### src/rtl/irq_pkg.sv
package irq_pkg;

  typedef enum logic [1:0] {
    GATE_ALL_OPEN = 2'd0,
    GATE_HI_ONLY  = 2'd1,
    GATE_NMI_ONLY = 2'd2
  } gate_e;

  function automatic gate_e gate_of(input logic i_bit, input logic ui_bit);
    if (!i_bit)      return GATE_ALL_OPEN;
    else if (!ui_bit) return GATE_HI_ONLY;
    else             return GATE_NMI_ONLY;
  endfunction

endpackage

### src/rtl/irq_nmi_latch.sv
module irq_nmi_latch (
  input  logic clk,
  input  logic rst_n,
  input  logic nmi_in,
  input  logic take,
  output logic pend,
  output logic rise
);
  logic prev;

  assign rise = nmi_in & ~prev;

  always_ff @(posedge clk) begin
    if (!rst_n) begin
      prev <= 1'b0;
      pend <= 1'b0;
    end else begin
      prev <= nmi_in;
      if (rise)      pend <= 1'b1;
      else if (take) pend <= 1'b0;
    end
  end

  // a pending request survives until it is taken
  p_nmi_hold_r5: assert property (@(posedge clk) disable iff (!rst_n)
    pend && !take |=> pend);
  // acceptance clears the latch unless a fresh edge arrives
  p_nmi_clear_r5: assert property (@(posedge clk) disable iff (!rst_n)
    take && !rise |=> !pend);
  // a level held high gives no new edge
  p_nmi_once_r5: assert property (@(posedge clk) disable iff (!rst_n)
    $past(nmi_in) && nmi_in |-> !rise);
endmodule

### src/rtl/irq_src_gate.sv
module irq_src_gate
  import irq_pkg::*;
#(
  parameter int N_SRC = 8
) (
  input  logic [N_SRC-1:0] src_req,
  input  logic [N_SRC-1:0] src_en,
  input  logic [N_SRC-1:0] src_lvl,
  input  gate_e            gate,
  output logic [N_SRC-1:0] open_hi,
  output logic [N_SRC-1:0] open_lo
);
  logic hi_pass;
  logic lo_pass;

  assign hi_pass = (gate != GATE_NMI_ONLY);
  assign lo_pass = (gate == GATE_ALL_OPEN);

  for (genvar g = 0; g < N_SRC; g++) begin : g_src
    logic live;
    assign live       = src_req[g] & src_en[g];
    assign open_hi[g] = live &  src_lvl[g] & hi_pass;
    assign open_lo[g] = live & ~src_lvl[g] & lo_pass;
  end

  always_comb begin
    // a source can never be open at both levels
    a_level_excl_r7: assert ((open_hi & open_lo) == '0);
  end
endmodule

### src/rtl/irq_prio_pick.sv
module irq_prio_pick #(
  parameter int N_SRC = 8,
  localparam int IDX_W = (N_SRC > 1) ? $clog2(N_SRC) : 1
) (
  input  logic             nmi_cand,
  input  logic [N_SRC-1:0] open_hi,
  input  logic [N_SRC-1:0] open_lo,
  output logic             win_valid,
  output logic             win_is_nmi,
  output logic [IDX_W-1:0] win_idx,
  output logic [N_SRC-1:0] grant
);
  logic             hi_hit;
  logic             lo_hit;
  logic [IDX_W-1:0] hi_idx;
  logic [IDX_W-1:0] lo_idx;

  always_comb begin
    hi_hit = 1'b0;
    lo_hit = 1'b0;
    hi_idx = '0;
    lo_idx = '0;
    for (int k = N_SRC - 1; k >= 0; k--) begin
      if (open_hi[k]) begin
        hi_hit = 1'b1;
        hi_idx = IDX_W'(k);
      end
      if (open_lo[k]) begin
        lo_hit = 1'b1;
        lo_idx = IDX_W'(k);
      end
    end
  end

  always_comb begin
    win_is_nmi = nmi_cand;
    win_valid  = nmi_cand | hi_hit | lo_hit;
    win_idx    = hi_hit ? hi_idx : lo_idx;
    grant      = '0;
    if (!nmi_cand && (hi_hit || lo_hit)) grant[win_idx] = 1'b1;
  end

  always_comb begin
    // at most one maskable grant, none when the non-maskable input wins
    a_grant_onehot_r4: assert ($onehot0(grant));
    a_nmi_excl_r4: assert (!(nmi_cand && (grant != '0)));
  end
endmodule

### src/rtl/irq_arbiter_top.sv
module irq_arbiter_top
  import irq_pkg::*;
#(
  parameter int N_SRC    = 8,
  parameter int VEC_W    = 8,
  parameter int VEC_BASE = 7,
  localparam int IDX_W   = (N_SRC > 1) ? $clog2(N_SRC) : 1
) (
  input  logic             clk,
  input  logic             rst_n,
  input  logic             nmi_in,
  input  logic [N_SRC-1:0] src_req,
  input  logic [N_SRC-1:0] src_en,
  input  logic [N_SRC-1:0] src_lvl,
  input  logic             mask_i,
  input  logic             mask_ui,
  input  logic             insn_done,
  output logic             accept_vld,
  output logic [VEC_W-1:0] accept_vec,
  output logic             set_i_pulse
);
  function automatic logic [VEC_W-1:0] vec_of(input logic is_nmi,
                                               input logic [IDX_W-1:0] idx);
    if (is_nmi) return VEC_W'(VEC_BASE);
    return VEC_W'(VEC_BASE + 1 + int'(idx));
  endfunction

  gate_e            gate;
  logic             nmi_pend;
  logic             nmi_rise;
  logic             nmi_take;
  logic [N_SRC-1:0] open_hi;
  logic [N_SRC-1:0] open_lo;
  logic             win_valid;
  logic             win_is_nmi;
  logic [IDX_W-1:0] win_idx;
  logic [N_SRC-1:0] grant;

  assign gate = gate_of(mask_i, mask_ui);

  irq_nmi_latch u_nmi (
    .clk    (clk),
    .rst_n  (rst_n),
    .nmi_in (nmi_in),
    .take   (nmi_take),
    .pend   (nmi_pend),
    .rise   (nmi_rise)
  );

  irq_src_gate #(.N_SRC(N_SRC)) u_gate (
    .src_req (src_req),
    .src_en  (src_en),
    .src_lvl (src_lvl),
    .gate    (gate),
    .open_hi (open_hi),
    .open_lo (open_lo)
  );

  irq_prio_pick #(.N_SRC(N_SRC)) u_pick (
    .nmi_cand   (nmi_pend),
    .open_hi    (open_hi),
    .open_lo    (open_lo),
    .win_valid  (win_valid),
    .win_is_nmi (win_is_nmi),
    .win_idx    (win_idx),
    .grant      (grant)
  );

  assign accept_vld  = rst_n & insn_done & win_valid;
  assign set_i_pulse = accept_vld;
  assign accept_vec  = accept_vld ? vec_of(win_is_nmi, win_idx) : '0;
  assign nmi_take    = accept_vld & win_is_nmi;

  // an accepted maskable source was enabled and requesting
  p_enabled_only_r2: assert property (@(posedge clk) disable iff (!rst_n)
    accept_vld && !win_is_nmi |-> src_en[win_idx] && src_req[win_idx]);
  // with I set, a maskable winner must be level 1
  p_lo_masked_r6: assert property (@(posedge clk) disable iff (!rst_n)
    accept_vld && !win_is_nmi && mask_i |-> src_lvl[win_idx]);
  // with I and UI both set, only the non-maskable input gets in
  p_hi_masked_r7: assert property (@(posedge clk) disable iff (!rst_n)
    accept_vld && mask_i && mask_ui |-> win_is_nmi);
  // a pending non-maskable request at a boundary is always taken
  p_nmi_first_r4: assert property (@(posedge clk) disable iff (!rst_n)
    nmi_pend && insn_done |-> accept_vld && accept_vec == VEC_W'(VEC_BASE));
  // no acceptance away from an instruction boundary
  p_boundary_r8: assert property (@(posedge clk) disable iff (!rst_n)
    accept_vld |-> insn_done);
  // a level-1 grant whenever any level-1 source is open and NMI idle
  p_hi_wins_r3: assert property (@(posedge clk) disable iff (!rst_n)
    !nmi_pend && (open_hi != '0) |-> (grant & open_hi) != '0);
  // the set-I request coincides with acceptance
  p_seti_r9: assert property (@(posedge clk) disable iff (!rst_n)
    set_i_pulse == accept_vld);
endmodule

### config.mk
export PLATFORM = sky130hd
export DESIGN_NAME = irq_arbiter_top
export DESIGN_NICKNAME = d
export VERILOG_FILES = /design/src/rtl/irq_pkg.sv /design/src/rtl/irq_nmi_latch.sv /design/src/rtl/irq_src_gate.sv /design/src/rtl/irq_prio_pick.sv /design/src/rtl/irq_arbiter_top.sv
export SDC_FILE = /design/constraint.sdc
export NUM_CORES = 1
export LEC_CHECK = 0
export BUFFER_PORTS_ARGS = -buffer_cell sky130_fd_sc_hd__buf_4
export CAP_MARGIN = 20
export CORE_MARGIN = 1.5
export CORE_UTILIZATION = 44
export DETAILED_ROUTE_END_ITERATION = 10
export PLACE_DENSITY_LB_ADDON = 0.12
export SLEW_MARGIN = 20
export SYNTH_ARGS = -nofsm -noshare
export SYNTH_HDL_FRONTEND = slang
export SYNTH_HIERARCHICAL = 1
export SYNTH_SLANG_ARGS = --single-unit
export TNS_END_PERCENT = 100
### constraint.sdc
create_clock -name clk -period 4 [get_ports clk]
set_input_delay 0.2 -clock clk [delete_from_list [all_inputs] [get_ports clk]]
set_output_delay 0.2 -clock clk [all_outputs]
set_load 0.02 [all_outputs]
* Word-level counts from Yosys, hierarchy flattened
Index checks and enable logic that the tools add are counted.
Widths: inputs -> output; s select.
** Storage, ports and cells
- Output and inout bits :: 10
- Logic and storage cells :: 102
- Flip-flop bits (word level) :: 2
- Input port bits :: 30
** Cells by class
- Bitwise operators :: 55
- Equal/unequal tests :: 1
- Multiplexer cells :: 41
- Add/sub/neg operators :: 1
- Reductions and logical operators :: 2
** Operators with widths (count)
- $mux 3 :: 17
- $and 1x1->1 :: 44
- $mux 8 :: 3
- $mux 1 :: 19
- $not 1->1 :: 9
- $add 4x3->5 const A :: 1
- $mux 2 :: 2
- $logic_not 2->1 :: 1
- $ne 2x2->1 const B :: 1
- $or 1x1->1 :: 2
- $reduce_bool 2->1 :: 1

* Depth between registers and ports, before layout
- Depth after elaboration :: 18
- Mapped depth :: 9
- Depth with buffers taken out :: 9

* Modules after synthesis
Netlist, hierarchy kept.
** Modules (own cells, without submodules)
- irq_prio_pick :: cells each 47, seq. area each 0.0 µm², instances 1, area an instance 300.3 µm²
- irq_src_gate :: cells each 27, seq. area each 0.0 µm², instances 1, area an instance 203.9 µm²
- irq_arbiter_top :: cells each 14, seq. area each 0.0 µm², instances 1, area an instance 113.9 µm²
- irq_nmi_latch :: cells each 6, seq. area each 40.0 µm², instances 1, area an instance 75.1 µm²

* Worst setup path after synthesis
No wires, ideal clock.
- Kind :: input to output
- Start :: input mask_i
- End :: output set_i_pulse
- Arrival :: 2.091 ns
- Required time :: 3.800 ns
- Slack :: 1.709 ns
- Buffers on the path :: 1
- Cell stages on the path :: 8
- Cell sequence :: nor2b_1 nand2b_1 and4_1 or4_4 nor2_1 nand4_1 and3_2 buf_4
** Between the ends
- Elaborated cells on any way between the ends :: 38
- Those cells by class :: eq/ne (1); mux (17); bitwise (19); reduce/logical (1)
** RTL lines
- from (decl) :: RTL line irq_arbiter_top.sv:15 : input logic mask_i,
- $mux 2 :: RTL line irq_pkg.sv:10 : if (!i_bit) return GATE_ALL_OPEN;
- $ne 2x2->1 :: RTL line irq_src_gate.sv:16 : assign hi_pass = (gate != GATE_NMI_ONLY);
- $and 1x1->1 :: RTL line irq_src_gate.sv:22 : assign open_hi[g] = live & src_lvl[g] & hi_pass;
- named net open_hi[0] :: RTL line irq_arbiter_top.sv:32 : logic [N_SRC-1:0] open_hi;
- $mux 1 :: RTL line irq_prio_pick.sv:24 : if (open_hi[k]) begin
- $or 1x1->1 (2 in series) :: RTL line irq_prio_pick.sv:37 : win_valid = nmi_cand | hi_hit | lo_hit;
- named net win_valid :: RTL line irq_arbiter_top.sv:34 : logic win_valid;
- $and 1x1->1 :: RTL line irq_arbiter_top.sv:69 : assign accept_vld = rst_n & insn_done & win_valid;
- to (decl) :: RTL line irq_arbiter_top.sv:20 : output logic set_i_pulse
The timed path passes the listed nets, and every way through them passes these cells.

* Worst setup path after layout
- Start :: input mask_i
- End :: output accept_vld
** Between the ends
- Elaborated cells on any way between the ends :: 38
- Those cells by class :: eq/ne (1); mux (17); bitwise (19); reduce/logical (1)
** RTL lines
- $mux 2 :: RTL line irq_pkg.sv:10
- named net gate[0] :: RTL line irq_arbiter_top.sv:28 : gate_e gate;
- $ne 2x2->1 :: RTL line irq_src_gate.sv:16
- $and 1x1->1 :: RTL line irq_src_gate.sv:22
- named net open_hi[0] :: RTL line irq_arbiter_top.sv:32
- $mux 1 :: RTL line irq_prio_pick.sv:24
- $or 1x1->1 (2 in series) :: RTL line irq_prio_pick.sv:37
- named net win_valid :: RTL line irq_arbiter_top.sv:34
- $and 1x1->1 :: RTL line irq_arbiter_top.sv:69
- to (decl) :: RTL line irq_arbiter_top.sv:18 : output logic accept_vld,
The timed path passes the listed nets, and every way through them passes these cells.

==> flow_summary.toml <==
[logic_synthesis]
syn-instance-count = 81
yosys_warnings = 6
netlist_area_um2 = 606
avgSynthCellArea_um2 = 7.48

[cells_and_area]
area_delta_synth_final_pct = 42.8
nFillCells = 125
finalNetCount = 147
fin_area_um2 = 865
drive_gt1_frac = 0.470
final_util = 0.673
antennaDiodeCount = 0

[timing]
period_minus_slack_ns = 2.49
finalCritPeriodShare = 0.623
setup_violations = 0
finalSetupTns_ns = 0
fmax_mhz = 401
final_hold_viol_count = 0
slew_viol_final = 0
rsz0062_at_grt = "no"
fin_skew_ns = 0.00259

[placement]
place_hpwl_mm = 1.28
port_buffers = 35
place_area_um2 = 842
gp_congestion = 0.832

[setup_path]
critPathArrivalTime_ns = 2.29
setup.worst_path.start_class = "input pin"
setup.worst_path.class = "in -> out"
cp.required_ns = 3.80
cp_max_fo = 8
end_kind = "output port"

[clock_tree]
cts_sinks = 2
cts.path.max_buffers = 2
cts_resized = 0
cts-root-buf = "clkbuf_4"
numCtsBuffers = 3
cts-htree-levels = 1
path_clk_slew_ns = 0.03
cts_hold_buf = 0
clkLatencyLatePin_ns = 0.22
post_cts_buffers = 0
cts_tree = "built"

[power_and_ir_drop]
power.density_mw_per_mm2 = 181
intPower_w = 0.000101
pwr-share-comb = 0.580
fin_total_pwr_w = 0.000157
swShare = 0.357
pwr-share-clk = 0.273
power.leakage_nw = 0.404
power_frac_seq = 0.147
irDropWorstVdd_mv = 0.154
p_sw_w = 0.0000560

[drt]
wl_met2_um = 775
drt-vias-per-instance = 5.38
postRouteAntennaNets = 0
drt-met1-wl_um = 616
dr.max_layer_used = "met3"
wl_met3_um = 85
vias = 699
dr.pass1.iters = 4
drc_errors = 0
routedWlPerCell_um = 11.4
drt-total-wl_mm = 1.48
dr.first_iter.drc_count = 6

[global_routing]
grt_pass1_wl_mm = 2.04
grt_usage = 0.181
antenna_found_initial = 0
grt-ovfl-total = 0
grt_max_degree = 9
grt_pass1_vias = 546

[status]
outcome = "complete, no violations"

[floorplanning]
die_h_um = 40.1
io_pins = 40
rows = 13
die_x_um = 40.1
start_util = 0.471
core_mm2 = 0.00128
die_area_mm2 = 0.00161

[hold_path]
hold_class = "in -> reg"

[job]
drv_cap = 0
==> power by group through the flow <==
| stage | registers (W) | logic, W | clock network (W) |
|---|---|---|---|
| after floorplan | 0.0000225 | 0.0000593 | 0 |
| after detailed placement | 0.0000233 | 0.0000909 | 0 |
| final | 0.0000231 | 0.0000911 | 0.0000428 |
| after CTS | 0.0000231 | 0.0000911 | 0.0000447 |
| after global placement | 0.0000232 | 0.0000889 | 0 |
| after global routing | 0.0000233 | 0.0000989 | 0.0000486 |
==> critical path: stages <==
cell      delay (ns)
buf_4           0.11
nor2b_1         0.12
nand2b_1        0.23
and4_1          0.27
or4_4           0.57
nor2_1          0.11
nand4_1         0.22
and3_2          0.31
buf_4           0.15
==> sequential cells by signal (all words and copies together), names as in the netlist <==
register / flops
u_nmi/pend: 1
u_nmi/prev: 1
==> layer usage <==
metal | track usage | vias up
met4 | 0.0259 | 0
met1 | 0.218 | 305
met5 | 0 | -
met3 | 0.0167 | 0
li1 | - | 366
met2 | 0.347 | 28
==> layout by cell type (no fill, tap or decap), drive strengths merged <==
cell type and n:
a21o 1, a21oi 2, a32oi 1, and2 2
and2b 1, and3 1, and4 9, and4b 1
buf 35, clkbuf 3, conb 4, dfxtp 2
inv 4, nand2 9, nand2b 2, nand4 1
nor2 8, nor2b 4, nor3 9, nor4 3
o2111a 3, o21a 2, o21ai 3, o31ai 2
or2 1, or4 2
==> stage by stage <==
step | worst slack (ns) | hold slack (ns) | cells
floorplan | 1.75 | 0.318 | 84
global placement | 1.58 | 0.434 | 127
detailed placement | 1.51 | 0.436 | 127
CTS | 1.51 | 0.211 | 130
global route | 1.38 | 0.220 | 130
finish | 1.51 | 0.214 | 130
==> cell type report <==
class | instances | area (um^2) | area share
Clock buffer | 3 | 22.5 | 0.0260
Inverter | 4 | 15.0 | 0.0174
Timing Repair Buffer | 35 | 263 | 0.304
Multi-Input combinational cell | 71 | 505 | 0.585
Sequential cell | 2 | 40.0 | 0.0463
Tap cell | 15 | 18.8 | 0.0217
==> path summary, 6_finish.rpt <==
check,startpoint,end,slack [ns],cells past startpoint
setup / recovery,mask_i,accept_vld,1.51,9
hold / removal,nmi_in,u_nmi/prev,0.21,2
setup reg to reg,u_nmi/pend,u_nmi/pend,2.75,5
hold reg to reg,u_nmi/prev,u_nmi/pend,0.54,2
(Power assumes the default switching activity.)
